`src/rtl/tdm_lpbk_pkg.sv`:
```
// Package: shared field positions and the output mode type for the
// TDM loopback timeslot switch. Assumes a 16-bit register data word.
package tdm_lpbk_pkg;

    localparam int ENT_VALID_BIT   = 15;
    localparam int ENT_SRC_LSB     = 1;
    localparam int CTRL_BYPASS_BIT = 0;
    localparam int CTRL_SLOT_BIT   = 1;

    typedef enum logic [1:0] {
        OUT_OFF    = 2'd0,
        OUT_BYPASS = 2'd1,
        OUT_SLOT   = 2'd2
    } out_mode_e;

    // Bypass outranks the timeslot path; no enable means no drive.
    function automatic out_mode_e pick_mode(input logic byp, input logic slot);
        if (byp)       return OUT_BYPASS;
        else if (slot) return OUT_SLOT;
        else           return OUT_OFF;
    endfunction

endpackage

```
`src/rtl/tdm_frame_timer.sv`:
```
// Frame timer: tracks the bit period inside the frame and the frame-store
// bank selection. Assumes the frame length is 2**POS_W bit periods and that
// fp, when present, marks period 0. Without fp the count wraps on its own.
module tdm_frame_timer #(
    parameter int POS_W = 8
) (
    input  logic             clk,
    input  logic             rst_n,
    input  logic             fp,
    output logic [POS_W-1:0] pos,
    output logic             wr_bank,
    output logic             bank_q
);

    logic [POS_W-1:0] cnt_q;

    // Current bit period: forced to zero by the frame pulse.
    always_comb pos = fp ? '0 : cnt_q + 1'b1;

    // Bank being filled in this cycle; flips within the pulse cycle.
    assign wr_bank = bank_q ^ fp;

    // Hold the period count and toggle the bank on each pulse.
    always_ff @(posedge clk) begin
        if (!rst_n) begin
            cnt_q  <= '1;
            bank_q <= 1'b0;
        end else begin
            cnt_q <= pos;
            if (fp) bank_q <= ~bank_q;
        end
    end

endmodule

```
`src/rtl/tdm_chan_store.sv`:
```
// Channel store: shifts serial input into bytes and writes each finished
// byte into the bank being filled. It reads one bit of a chosen channel
// from the other bank. Assumes NUM_CH and CH_W are powers of two, CH_W >= 4.
module tdm_chan_store #(
    parameter int NUM_CH = 32,
    parameter int CH_W   = 8,
    localparam int SRC_W = $clog2(NUM_CH),
    localparam int BIT_W = $clog2(CH_W),
    localparam int POS_W = SRC_W + BIT_W
) (
    input  logic             clk,
    input  logic             rst_n,
    input  logic             sdi,
    input  logic [POS_W-1:0] pos,
    input  logic             wr_bank,
    input  logic [SRC_W-1:0] rd_src,
    output logic             rd_bit
);

    logic [CH_W-2:0]  sh_q;
    logic [CH_W-1:0]  mem_q [2][NUM_CH];
    logic [SRC_W-1:0] wr_ch;
    logic [BIT_W-1:0] bit_idx;
    logic             byte_done;

    assign wr_ch     = pos[POS_W-1:BIT_W];
    assign bit_idx   = pos[BIT_W-1:0];
    assign byte_done = (bit_idx == BIT_W'(CH_W - 1));

    // Collect the leading bits of the channel now arriving.
    always_ff @(posedge clk) begin
        if (!rst_n) sh_q <= '0;
        else        sh_q <= {sh_q[CH_W-3:0], sdi};
    end

    // Commit a completed byte to its channel slot in the fill bank.
    always_ff @(posedge clk) begin
        if (!rst_n) begin
            for (int b = 0; b < 2; b++)
                for (int c = 0; c < NUM_CH; c++)
                    mem_q[b][c] <= '0;
        end else if (byte_done) begin
            mem_q[wr_bank][wr_ch] <= {sh_q, sdi};
        end
    end

    // Read the bit for this period from the completed bank, MSB first.
    always_comb rd_bit = mem_q[~wr_bank][rd_src][BIT_W'(CH_W - 1) - bit_idx];

endmodule

```
`src/rtl/tdm_slot_map.sv`:
```
// Slot map: decodes register writes into the mode enables and a shadow
// entry table. It copies the shadow into the working table on each frame
// pulse and presents the entry for the current timeslot. Assumes NUM_CH is
// a power of two and the address space is wider than the entry range.
module tdm_slot_map
    import tdm_lpbk_pkg::*;
#(
    parameter int NUM_CH = 32,
    parameter int CFG_AW = 6,
    parameter int CFG_DW = 16,
    localparam int SRC_W = $clog2(NUM_CH)
) (
    input  logic              clk,
    input  logic              rst_n,
    input  logic              fp,
    input  logic [SRC_W-1:0]  slot,
    input  logic              cfg_we,
    input  logic [CFG_AW-1:0] cfg_addr,
    input  logic [CFG_DW-1:0] cfg_wdata,
    output logic              ent_vld,
    output logic [SRC_W-1:0]  ent_src,
    output logic              byp_en,
    output logic              tsl_en
);

    typedef struct packed {
        logic             vld;
        logic [SRC_W-1:0] src;
    } ent_t;

    localparam logic [CFG_AW-1:0] CTRL_ADDR = CFG_AW'(NUM_CH);

    ent_t shadow_q [NUM_CH];
    ent_t active_q [NUM_CH];
    ent_t wr_ent;
    ent_t cur_ent;
    logic ent_hit;
    logic ctrl_hit;
    logic unused_wdata;

    assign ent_hit      = cfg_we && (cfg_addr[CFG_AW-1:SRC_W] == '0);
    assign ctrl_hit     = cfg_we && (cfg_addr == CTRL_ADDR);
    assign unused_wdata = ^cfg_wdata[ENT_VALID_BIT-1:ENT_SRC_LSB+SRC_W];

    // Keep only the fields that steer the output.
    always_comb begin
        wr_ent.vld = cfg_wdata[ENT_VALID_BIT];
        wr_ent.src = cfg_wdata[ENT_SRC_LSB +: SRC_W];
    end

    // Shadow table: takes register writes at any time.
    always_ff @(posedge clk) begin
        if (!rst_n) begin
            for (int i = 0; i < NUM_CH; i++) shadow_q[i] <= '0;
        end else if (ent_hit) begin
            shadow_q[cfg_addr[SRC_W-1:0]] <= wr_ent;
        end
    end

    // Working table: reloaded from the shadow once per frame.
    always_ff @(posedge clk) begin
        if (!rst_n) begin
            for (int i = 0; i < NUM_CH; i++) active_q[i] <= '0;
        end else if (fp) begin
            for (int i = 0; i < NUM_CH; i++) active_q[i] <= shadow_q[i];
        end
    end

    // Mode enables: direct register bits.
    always_ff @(posedge clk) begin
        if (!rst_n) begin
            byp_en <= 1'b0;
            tsl_en <= 1'b0;
        end else if (ctrl_hit) begin
            byp_en <= cfg_wdata[CTRL_BYPASS_BIT];
            tsl_en <= cfg_wdata[CTRL_SLOT_BIT];
        end
    end

    // Entry for this period; in the pulse cycle the new table is not loaded yet.
    always_comb begin
        cur_ent = fp ? shadow_q[slot] : active_q[slot];
        ent_vld = cur_ent.vld;
        ent_src = cur_ent.src;
    end

endmodule

```
`src/rtl/tdm_bit_bypass.sv`:
```
// Bit bypass: a fixed delay line from serial input to serial output.
// Assumes DLY >= 1; the one-stage case uses a plain flop.
module tdm_bit_bypass #(
    parameter int DLY = 2
) (
    input  logic clk,
    input  logic rst_n,
    input  logic din,
    output logic dout
);

    generate
        if (DLY == 1) begin : g_single
            logic d_q;
            // One-period echo.
            always_ff @(posedge clk) begin
                if (!rst_n) d_q <= 1'b0;
                else        d_q <= din;
            end
            assign dout = d_q;
        end else begin : g_chain
            logic [DLY-1:0] pipe_q;
            // Multi-period echo through a shift chain.
            always_ff @(posedge clk) begin
                if (!rst_n) pipe_q <= '0;
                else        pipe_q <= {pipe_q[DLY-2:0], din};
            end
            assign dout = pipe_q[DLY-1];
        end
    endgenerate

endmodule

```
`src/rtl/tdm_lpbk_switch.sv`:
```
// Top: per-port TDM loopback with a bit-level bypass and a timeslot switch
// that has one frame of delay. Assumes one clock cycle per bit period and
// a frame of NUM_CH*CH_W periods marked by fp.
module tdm_lpbk_switch
    import tdm_lpbk_pkg::*;
#(
    parameter int NUM_CH  = 32,
    parameter int CH_W    = 8,
    parameter int CFG_AW  = 6,
    parameter int CFG_DW  = 16,
    parameter int BYP_DLY = 2
) (
    input  logic              clk,
    input  logic              rst_n,
    input  logic              fp,
    input  logic              sdi,
    input  logic              cfg_we,
    input  logic [CFG_AW-1:0] cfg_addr,
    input  logic [CFG_DW-1:0] cfg_wdata,
    output logic              sdo,
    output logic              sdo_oe
);

    localparam int SRC_W = $clog2(NUM_CH);
    localparam int BIT_W = $clog2(CH_W);
    localparam int POS_W = SRC_W + BIT_W;

    logic [POS_W-1:0] pos;
    logic             wr_bank;
    logic             bank_q;
    logic             ent_vld;
    logic [SRC_W-1:0] ent_src;
    logic             byp_en;
    logic             tsl_en;
    logic             slot_bit;
    logic             byp_bit;
    out_mode_e        mode;

    tdm_frame_timer #(.POS_W(POS_W)) u_timer (
        .clk     (clk),
        .rst_n   (rst_n),
        .fp      (fp),
        .pos     (pos),
        .wr_bank (wr_bank),
        .bank_q  (bank_q)
    );

    tdm_chan_store #(.NUM_CH(NUM_CH), .CH_W(CH_W)) u_store (
        .clk     (clk),
        .rst_n   (rst_n),
        .sdi     (sdi),
        .pos     (pos),
        .wr_bank (wr_bank),
        .rd_src  (ent_src),
        .rd_bit  (slot_bit)
    );

    tdm_slot_map #(.NUM_CH(NUM_CH), .CFG_AW(CFG_AW), .CFG_DW(CFG_DW)) u_map (
        .clk       (clk),
        .rst_n     (rst_n),
        .fp        (fp),
        .slot      (pos[POS_W-1:BIT_W]),
        .cfg_we    (cfg_we),
        .cfg_addr  (cfg_addr),
        .cfg_wdata (cfg_wdata),
        .ent_vld   (ent_vld),
        .ent_src   (ent_src),
        .byp_en    (byp_en),
        .tsl_en    (tsl_en)
    );

    tdm_bit_bypass #(.DLY(BYP_DLY)) u_bypass (
        .clk   (clk),
        .rst_n (rst_n),
        .din   (sdi),
        .dout  (byp_bit)
    );

    assign mode = pick_mode(byp_en, tsl_en);

    // Output select: bypass, gated timeslot data, or idle.
    always_comb begin
        case (mode)
            OUT_BYPASS: begin
                sdo_oe = 1'b1;
                sdo    = byp_bit;
            end
            OUT_SLOT: begin
                sdo_oe = ent_vld;
                sdo    = ent_vld & slot_bit;
            end
            default: begin
                sdo_oe = 1'b0;
                sdo    = 1'b0;
            end
        endcase
    end

endmodule

```
`config.mk`:
```
export PLATFORM = sky130hd
export DESIGN_NAME = tdm_lpbk_switch
export DESIGN_NICKNAME = d
export VERILOG_FILES = /design/src/rtl/tdm_lpbk_pkg.sv /design/src/rtl/tdm_frame_timer.sv /design/src/rtl/tdm_chan_store.sv /design/src/rtl/tdm_slot_map.sv /design/src/rtl/tdm_bit_bypass.sv /design/src/rtl/tdm_lpbk_switch.sv
export SDC_FILE = /design/constraint.sdc
export NUM_CORES = 1
export LEC_CHECK = 0
export ABC_CLOCK_PERIOD_IN_PS = 6660
export CAP_MARGIN = 20
export CORE_ASPECT_RATIO = 0.5
export CORE_MARGIN = 1.5
export CORE_UTILIZATION = 50
export CTS_CLUSTER_DIAMETER = 40
export DETAILED_ROUTE_END_ITERATION = 8
export DONT_BUFFER_PORTS = 1
export PLACE_DENSITY = 0.68
export SYNTH_ARGS = -nofsm -noshare
export SYNTH_HDL_FRONTEND = slang
export SYNTH_SLANG_ARGS = --single-unit
```
`constraint.sdc`:
```
create_clock -name clk -period 6.66 [get_ports clk]
set_input_delay 1.332 -clock clk [delete_from_list [all_inputs] [get_ports clk]]
set_output_delay 1.332 -clock clk [all_outputs]
set_load 0.005 [all_outputs]
```
== Word-level counts from Yosys, hierarchy flattened ==
Memory sizes are Yosys's and may differ from the RTL's.
Cells that the tools add are included.
Word-level totals
  bits in registers: 20
  memory bits (writable): 896
  bits of input ports: 27
  output and inout port bits: 2
  word-level logic and storage cells: 124
  memories: 3
Memories
  u_store.mem_q: words 2, bits a word 256, rd ports 1, clocked after memory_dff 0, write ports 2, line tdm_chan_store.sv:21  | logic [CH_W-1:0] mem_q [2][NUM_CH];
  u_map.active_q: words 32, bits a word 6, rd ports 1, clocked after memory_dff 0, write ports 32, line tdm_slot_map.sv:34  | ent_t active_q [NUM_CH];
  u_map.shadow_q: words 32, bits a word 6, rd ports 33, clocked after memory_dff 0, write ports 32, line tdm_slot_map.sv:33  | ent_t shadow_q [NUM_CH];
Cells by class
  add/sub/neg operators: 2
  $lt $le $gt $ge: 4
  equal/unequal tests: 4
  multiplexer cells: 61
  bitwise gates (word level): 39
  reduce and logical (&&, ||, !) cells: 5
Operators by type and width (count)
  2-to-1 mux 256 bit: 3
  OR reduction 256 bit: 1
  2-to-1 mux 6 bit: 34
  binary-select mux 8 bit (select 5 bit): 1
  demux 8 bit (select 5 bit): 1
  2-to-1 mux 8 bit: 4
  OR 1 bit: 32
  greater-or-equal comparator 6 bit, second input constant: 2
  2-to-1 mux 1 bit: 12
  NOT 5 -> 6 bit: 2
  adder 8 x 1 -> 8 bit, second input constant: 1
  equality test 6 bit, second input constant: 1
  less-than comparator 6 x 1 -> 1 bit, second input constant: 1
  OR reduction 6 bit: 1
  2-to-1 mux 5 bit: 1
  less-than comparator 3 x 4 -> 1 bit, second input constant: 1
  2-to-1 mux 2 bit: 2
  one-hot mux 1 bit (2 select lines): 2
  binary-select mux 1 bit (select 3 bit): 1
  equality test 3 bit, second input constant: 1
  logical AND 1 bit: 3
  NOT 1 bit: 3
  subtractor 3 bit, first input constant: 1
  equality test 2 x 1 -> 1 bit, second input constant: 1
  3 further kinds: 3

== Logic depth before layout (Yosys ltp) ==
Gate-level depths: netlist (run 1).
An unclocked memory read counts as a cell.
  depth in word-level cells: 12
  depth in mapped cells: 22
  gate-level depth less buffers: 14

== Modules after synthesis ==
A second synthesis (run 1) with hierarchy kept.
Unflattened totals
  cell total of the unflattened synthesis: 2611
  area total of the unflattened synthesis: 40929.3 um^2
Modules (own cells, without submodules)
  tdm_chan_store: times used 1, cells each 1386, area an instance 22669.2 um^2, sequential area each 15514.9 um^2
  tdm_slot_map: times used 1, cells each 1169, area an instance 17757.0 um^2, sequential area each 11571.1 um^2
  tdm_frame_timer: times used 1, cells each 48, area an instance 427.9 um^2, sequential area each 180.2 um^2
  tdm_bit_bypass: times used 1, cells each 4, area an instance 52.6 um^2, sequential area each 40.0 um^2
  tdm_lpbk_switch: times used 1, cells each 4, area an instance 22.5 um^2, sequential area each 0.0 um^2

== Least setup slack after synthesis (run 1) ==
OpenSTA, ideal clock, no wires.
  path kind: input to register
  start point: input port fp
  end point: memory u_map.active_q[0][0] in the netlist's numbering, enable pin
  library setup time: 1534 ps
  arrival time: 5198 ps
  required time: 5126 ps
  path slack: -73 ps
  stages on the path: 5
  path buffers: 3
  cells stage by stage: buf_2 -> buf_2 -> clkinv_1 -> clkbuf_1 -> nand2_1
RTL lines
  start: declaration: line tdm_lpbk_switch.sv:15  | input logic fp,
  end: declaration: line tdm_slot_map.sv:34

== Final worst setup path (run 1) ==
  start point: register u_timer.cnt_q[2]
  end point: output port sdo
Between the ends
  longest elaborated chain between the ends: 12
  elaborated cells between the ends (all ways): 14
  those cells by class: 2 x add/sub; 8 x mux; 2 x bitwise; 2 x memory
Ends and longest elaborated chain
  start: declaration: line tdm_frame_timer.sv:15  | logic [POS_W-1:0] cnt_q;
  start signal: assignment: line tdm_frame_timer.sv:29  | cnt_q <= pos;
  adder 8 x 1 -> 8 bit (*): line tdm_frame_timer.sv:18  | always_comb pos = fp ? '0 : cnt_q + 1'b1;
  2-to-1 mux 8 bit (*): line tdm_frame_timer.sv:18
  memory read (32 x 6 bit) (on tied branches)
  2-to-1 mux 6 bit: line tdm_slot_map.sv:82  | cur_ent = fp ? shadow_q[slot] : active_q[slot];
  NOT 5 -> 6 bit: line tdm_chan_store.sv:48  | always_comb rd_bit = mem_q[~wr_bank][rd_src][BIT_W'(CH_W - 1) - bit_idx];
  binary-select mux 8 bit (select 5 bit): line tdm_chan_store.sv:48
  2-to-1 mux 8 bit (not written as such) (2 in series): line tdm_chan_store.sv:48
  binary-select mux 1 bit (select 3 bit): line tdm_chan_store.sv:48
  2-to-1 mux 1 bit (not written as such): line tdm_chan_store.sv:48
  AND 1 bit (*): line tdm_lpbk_switch.sv:90  | sdo = ent_vld & slot_bit;
  one-hot mux 1 bit (2 select lines) (*): line tdm_lpbk_switch.sv:83  | case (mode)
  end: declaration: line tdm_lpbk_switch.sv:20  | output logic sdo,
Mark *: on every way between the ends. The rest lies on a longest branch, timed or not. The select of a mux whose other input is x is not followed.

==> qor.yml, run 1 <==
clock-skew-final_ns: 0.0188
synth_ff_type: "edfxtp_1"
p_comb_frac: 0.139
final_net_count: 3276
reg2reg_depth: 8
hold_path_depth: 1
grt_overflow: 0
cts_root_buf: "clkbuf_16"
final_cell_mix: "896 x edfxtp_1, 562 x and2_1, 413 x nand2_1"
min_period_over_period: 0.993
seq_power_share: 0.480
io_pins: 29
p_sw_uw: 3580
setup_viol: 0
r2r-end: "u_store.mem_q[1][207]"
cts_buffer_depth: 3
syn-mean-instance-area_um2: 13.0
wl_per_cell_um: 25.7
clk_latency_ns: 0.66
cts_sinks: 914
synth-warning-count: 0
intPower_uw: 10400
yosysSeqAreaShare: 0.669
cp_max_fo: 11
syn_nets: 3159
die-height_um: 205
area_growth_syn_to_layout_pct: 14.3
maxSlewHeadroom: 0.215
tightest_slew_ns: 1.18
worst_hold_path.endpoint: "u_map.active_q[25][0]"
maxCapViolCount: 0
dpl_cell_area_um2: 43000
drc: 0
start_util: 0.509
antenna_found_initial: 3
htreeDepth: 3
syn_inst: 3131
critPathLaunchType: "flip-flop"
die-area_um2: 83400
async_flop_share: 0
fmax_ghz: 0.151
final_util: 0.582
pwr_density_cell_nw_per_um2: 300
cts_buffers: 92
crit_type: "flip-flop to output pin"
vias: 26671
track_usage: 0.271
min_from: "u_map.shadow_q[25][0]"
hold_path.class: "flip-flop to flip-flop"
drt_pass1_iterations: 8
grt_pass1_wl_um: 166000
synth-seq-cells: 914
synth-edff-count: 896
arrival_ns: 5.28
dp_worst_setup_slack_ns: -0.0983
setup_slack_ns: 0.0454
rows: 73
worst_ep_required_time_ns: 5.33
leakage_uw: 0.0174
worstReg2RegStart: "u_timer.cnt_q[0]"
cts_tree: "done"
hold_violations: 0
layout_commonest_cell: "edfxtp_1"
tns_ns: 0
grt_start_max_net_pins: 277
viasPerCell: 6.05
slowest_stage: "or4_1"
grt_pass1_vias: 25513
cp_cell_sequence: "and3_4, mux2_4, buf_4, buf_6, mux2i_1, o2111a_1, o21ai_4, a41o_4, mux2i_1, a2111oi_1, buf_4, or4_1, or4_1, o2111ai_1, nand4_1"
status: "complete, no violations"
total_power_uw: 14000
switching_share: 0.256
final_area_um2: 46600
drive_above_1_share: 0.154
slew_viol_final: 0
dp_hpwl_um: 69800
totalWireLength_um: 113000
clk_pin_slew_ns: 0.07
drt-initial-drc-count: 3696
r2r_setup_slack_ns: 2.92
cp_top_family: "simple AND/OR/NAND/NOR gates"
cp.depth: 15
chipWidth_um: 407
synth_area_um2: 40800
place.gp.congestion: 0.978
p_clk_frac: 0.381
yosysUniqueCellTypes: 80
max_stage_delay_ns: 0.48
ir_worst_vdd_uv: 181
crit_path_end_kind: "output pin"
coreArea_um2: 80100
critPathBufInv: 3
antenna_left: 0
port_buffers: 0
fin_crit_ns: 6.61
## synth_stat cells, drive strengths merged (3+ instances only)
library cell	count	area, um2
and3b	3	26.3
or2	3	18.8
nand3b	4	30.0
nand3	119	601
mux4	57	1280
nor2b	8	50.1
a41oi	5	51.3
a2111o	3	33.8
and2	568	3550
or3	6	37.5
o31ai	4	30.0
o22a	3	26.3
o2111ai	4	35.0
clkbuf	152	571
a221oi	8	70.1
nor3	21	105
nand2b	7	43.8
a211oi	17	128
dfxtp	18	360
a21oi	82	414
a311oi	16	153
o211ai	8	65.1
mux2i	109	1100
nand4	15	93.8
edfxtp	896	26900
a21boi	4	30.0
or4	5	37.5
inv	5	18.8
a31oi	20	125
a32oi	15	139
nor2	134	505
o21ai	96	480
and3	138	868
a21o	7	52.6
a2111oi	13	121
nand2	417	1570
xnor2	8	70.1
buf	73	453
a22oi	11	82.6
nor4	5	31.3
a32o	6	60.1
or3b	3	26.3
mux2	4	56.3
nor3b	5	37.5
xor2	3	26.3
## kinds of logic after synthesis
kind of cell / count (synthesis) / share of synthesized area
simple gates: 1462 / 0.187
flops: 914 / 0.669
compound gates: 342 / 0.0559
buf+inv: 231 / 0.0256
mux: 170 / 0.0599
xor+xnor: 11 / 0.00236
fa+ha+maj: 1 / 0.000307
## worst max path at each step
| stage | start | endpoint | slack [ns] |
|---|---|---|---|
| after detailed placement | fp | sdo | -0.1 |
| final | u_timer.cnt_q[2] | sdo | 0.05 |
| after global routing | fp | sdo | -0.02 |
| after CTS | u_timer.cnt_q[1] | sdo | 0.002 |
| after floorplan | fp | sdo | 0.74 |
| after global placement | fp | sdo | -0.04 |
## worst register-to-register path, delay by kind of cell (launching register included)
kind	cells	cell delay, ns
flip-flops	1	0.40
AND/OR/NAND/NOR	4	1.01
buffers and inverters	1	0.18
AO/OA/AOI/OAI	2	1.55
adder cells (fa/ha/maj)	1	0.22
## layout make-up
| class | instances | area (um2) |
|---|---|---|
| Clock buffer | 112 | 2470 |
| Timing Repair Buffer | 246 | 2090 |
| Sequential cell | 914 | 27300 |
| Clock inverter | 53 | 611 |
| Inverter | 6 | 22.5 |
| Tap cell | 1087 | 1360 |
| Antenna cell | 3 | 7.51 |
| Fill cell | 6260 | 33500 |
| Multi-Input combinational cell | 1988 | 12800 |
## power groups by stage
stage	Sequential [uW]	Clock, uW	Combinational (uW)
finish	6720	5330	1940
global route	6740	5590	2020
CTS	6720	5360	1840
detailed placement	6840	0	1800
global placement	6830	0	1780
floorplan	6800	0	1080
## state kept, by name, indices dropped and copies added (netlist names)
name / count
u_store.sh_q: 6
u_map.active_q: 192
u_bypass.g_chain.pipe_q: 1
u_map.tsl_en: 1
u_timer.cnt_q: 8
u_map.shadow_q: 192
u_timer.bank_q: 1
u_store.mem_q: 512
u_map.byp_en: 1
## what timing repair did
| item | CTS | global route |
|---|---|---|
| setup endpoints to repair | 1 | 1 |
| gates cloned | 1 | 2 |
| pin swaps | 4 | 9 |
| setup buffers | 10 | 8 |
| resized for setup | 14 | 34 |
| hold buffers | 0 | 0 |
## stage by stage
stage                     hold slack, ns  std cells
after global placement             0.499       4206
after global routing               0.527       4406
after detailed placement           0.501       4211
after floorplan                    0.463       3131
after CTS                          0.511       4387
final                              0.513       4409
## routing by layer
| metal | track usage | routed length (um) | vias to the layer above |
|---|---|---|---|
| met1 | 0.378 | 45800 | 13279 |
| li1 | - | - | 11693 |
| met2 | 0.426 | 52200 | 1445 |
| met4 | 0.0892 | 3710 | 4 |
| met5 | 0 | 27 | - |
| met3 | 0.0577 | 11400 | 250 |
Note: power is estimated with default switching activity, not from simulation.
==> run 2, diff against run 1 <==
- ABC_CLOCK_PERIOD_IN_PS: 6660 -> 8150
- PLACE_DENSITY: 0.68 -> 0.63
- clock period: 6.66 -> 8.15 ns (I/O delays scaled with it)
==> run 2 against run 1 <==
Effect of this change:
- routed wire length is 0.28% higher
- global-route usage is 0.44 points higher
- worst hold slack worse by 0.0016 ns
- die area stayed put
- sequential share of layout area is 1.5 points higher
- power is 20% lower
- clock power is 20% lower
- register-to-register slack better by 1.1 ns
- utilization is 1.5 points lower
- final cell count is 2.3% lower
- first-iteration DRC count is 8.0% lower
==> qor.yml, run 2 (synthesis results as in run 1) <==
status: "complete, no violations"  # unchanged
tns_ns: 0  # unchanged
largest-register: "u_store.mem_q"  # unchanged
chipWidth_um: 407  # unchanged
clk_pin_slew_ns: 0.07  # about the same
largest_register_ffs: 512  # unchanged
die-area_um2: 83400  # unchanged
antenna_found_initial: 0  # was 3
whs_ns: 0.512  # was 0.513 ns
min_from: "u_map.shadow_q[26][1]"  # was u_map.shadow_q[25][0]
htreeDepth: 3  # unchanged
hold_path.class: "flip-flop to flip-flop"  # unchanged
wl_met1_um: 47900  # was 45800 um
clock-skew-final_ns: 0.0336  # was 0.0188 ns
dr_wl_met2_um: 52500  # was 52200 um
post_cts_resized: 0  # was 14
die-height_um: 205  # unchanged
critPathLaunchType: "primary input"  # was flip-flop
leakage_uw: 0.0168  # was 0.0174 uW
cts_sinks: 914  # unchanged
setup_slack_ns: 0.179  # was 0.0454 ns
grt_pass1_vias: 24962  # was 25513
grt_pass1_wl_um: 166000  # about the same
totalWireLength_um: 113000  # about the same
drt-initial-drc-count: 3402  # was 3696
slew_viol_final: 0  # unchanged
dp_hpwl_um: 68000  # was 69800 um
cp_max_fo: 148  # was 11
cts_buffer_depth: 3  # unchanged
final_cell_mix: "896 x edfxtp_1, 564 x and2_1, 415 x nand2_1"  # was 896 x edfxtp_1, 562 x and2_1, 413 x nand2_1
maxCapViolCount: 0  # unchanged
postCtsSetupBuffers: 0  # was 10
port_buffers: 0  # unchanged
worst_hold_path.endpoint: "u_map.active_q[26][1]"  # was u_map.active_q[25][0]
grt_overflow: 0  # unchanged
drt_pass1_iterations: 6  # was 8
min_period_over_period: 0.978
clk_latency_ns: 0.68  # was 0.66 ns
dp_worst_setup_slack_ns: 0.385  # was -0.0983 ns
io_pins: 29  # unchanged
met3_wirelength_um: 9570  # was 11400 um
routed.top_layer: "met4"  # was met5
setup_viol: 0  # unchanged
wl_per_cell_um: 26.3  # was 25.7 um
drive_above_1_share: 0.117  # was 0.154
vias: 25865  # was 26671
hold_violations: 0  # unchanged
worst_ep_required_time_ns: 6.52  # was 5.33 ns
r2r-end: "u_store.mem_q[0][57]"  # was u_store.mem_q[1][207]
tightest_slew_ns: 1.14  # was 1.18 ns
track_usage: 0.276  # was 0.271
arrival_ns: 6.34  # was 5.28 ns
grt_start_max_net_pins: 277  # unchanged
fin_crit_ns: 7.97
postCtsHoldBufs: 0  # unchanged
maxSlewHeadroom: 0.240  # was 0.215
area_growth_syn_to_layout_pct: 11.4  # was 14.3%
worstReg2RegStart: "u_timer.cnt_q[1]"  # was u_timer.cnt_q[0]
ir_worst_vdd_uv: 146  # was 181 uV
crit_path_end_kind: "output pin"  # unchanged
r2r_setup_slack_ns: 4.00  # was 2.92 ns
cts_buffers: 94  # was 92
place.gp.congestion: 0.939  # was 0.978
start_util: 0.509  # unchanged
rows: 73  # unchanged
layout_commonest_cell: "edfxtp_1"  # unchanged
viasPerCell: 6.00  # was 6.05
hold_path_depth: 1  # unchanged
final_net_count: 3172  # was 3276
grt_setup_unrepaired: "false"
fmax_ghz: 0.125
cts_root_buf: "clkbuf_16"  # unchanged
crit_type: "primary input to output pin"  # was flip-flop to output pin
largestRegisters: "u_store.mem_q (512), u_map.active_q (192), u_map.shadow_q (192)"  # unchanged
num_antenna_cells: 0  # was 3
antenna_left: 0  # unchanged
reg2reg_depth: 10  # was 8
cts_tree: "done"  # unchanged
pwr_density_cell_nw_per_um2: 246  # was 300 nW/um2
drc: 0  # unchanged
coreArea_um2: 80100  # unchanged
-- run 2: worst max path at each step --
stage	start	depth (start not counted)	to
6_report	fp	14	sdo
3_3_place_gp	fp	14	sdo
2_1_floorplan	fp	5	u_map.active_q[0][0]
5_1_grt	u_timer.cnt_q[1]	17	sdo
3_5_place_dp	fp	13	sdo
4_1_cts	u_timer.cnt_q[1]	15	sdo
-- run 2: through the flow --
step                total power (uW)   util  instance area (um2)  instances
floorplan                       6440      -                40800       3131
global placement                6930  0.528                42300       4117
detailed placement              6950  0.528                42300       4123
CTS                            11200  0.566                45300       4296
global route                   11500  0.567                45400       4308
finish                         11200  0.567                45400       4308
-- run 2: metal layers --
| layer | global-route usage | vias to the layer above |
|---|---|---|
| li1 | - | 11482 |
| met2 | 0.435 | 1205 |
| met5 | 0 | - |
| met3 | 0.0513 | 196 |
| met4 | 0.0892 | 0 |
| met1 | 0.388 | 12982 |
-- run 2: worst max-delay path, cell delays in order --
cell	delay [ns]
nor2_1	0.36
mux2_4	0.60
mux2i_1	0.22
o211ai_1	0.44
a21o_1	0.42
a41o_4	0.56
buf_4	0.29
nand2_1	0.07
a22oi_1	0.34
a211oi_1	0.14
and3_1	0.21
or3_1	0.34
a2111o_1	0.35
nand4_1	0.19
-- run 2: power breakdown --
part	switching, uW	internal, uW	leakage (uW)
registers	79.6	5410	0.00939
clock network	1920	2360	0.00146
logic	928	471	0.00594
-- run 2: final cells by class --
type / instances / area, um2
Timing Repair Buffer: 141 / 1180
Fill cell: 6509 / 34700
Clock buffer: 108 / 2430
Inverter: 6 / 22.5
Multi-Input combinational cell: 1987 / 12600
Tap cell: 1087 / 1360
Sequential cell: 914 / 27300
Clock inverter: 65 / 578
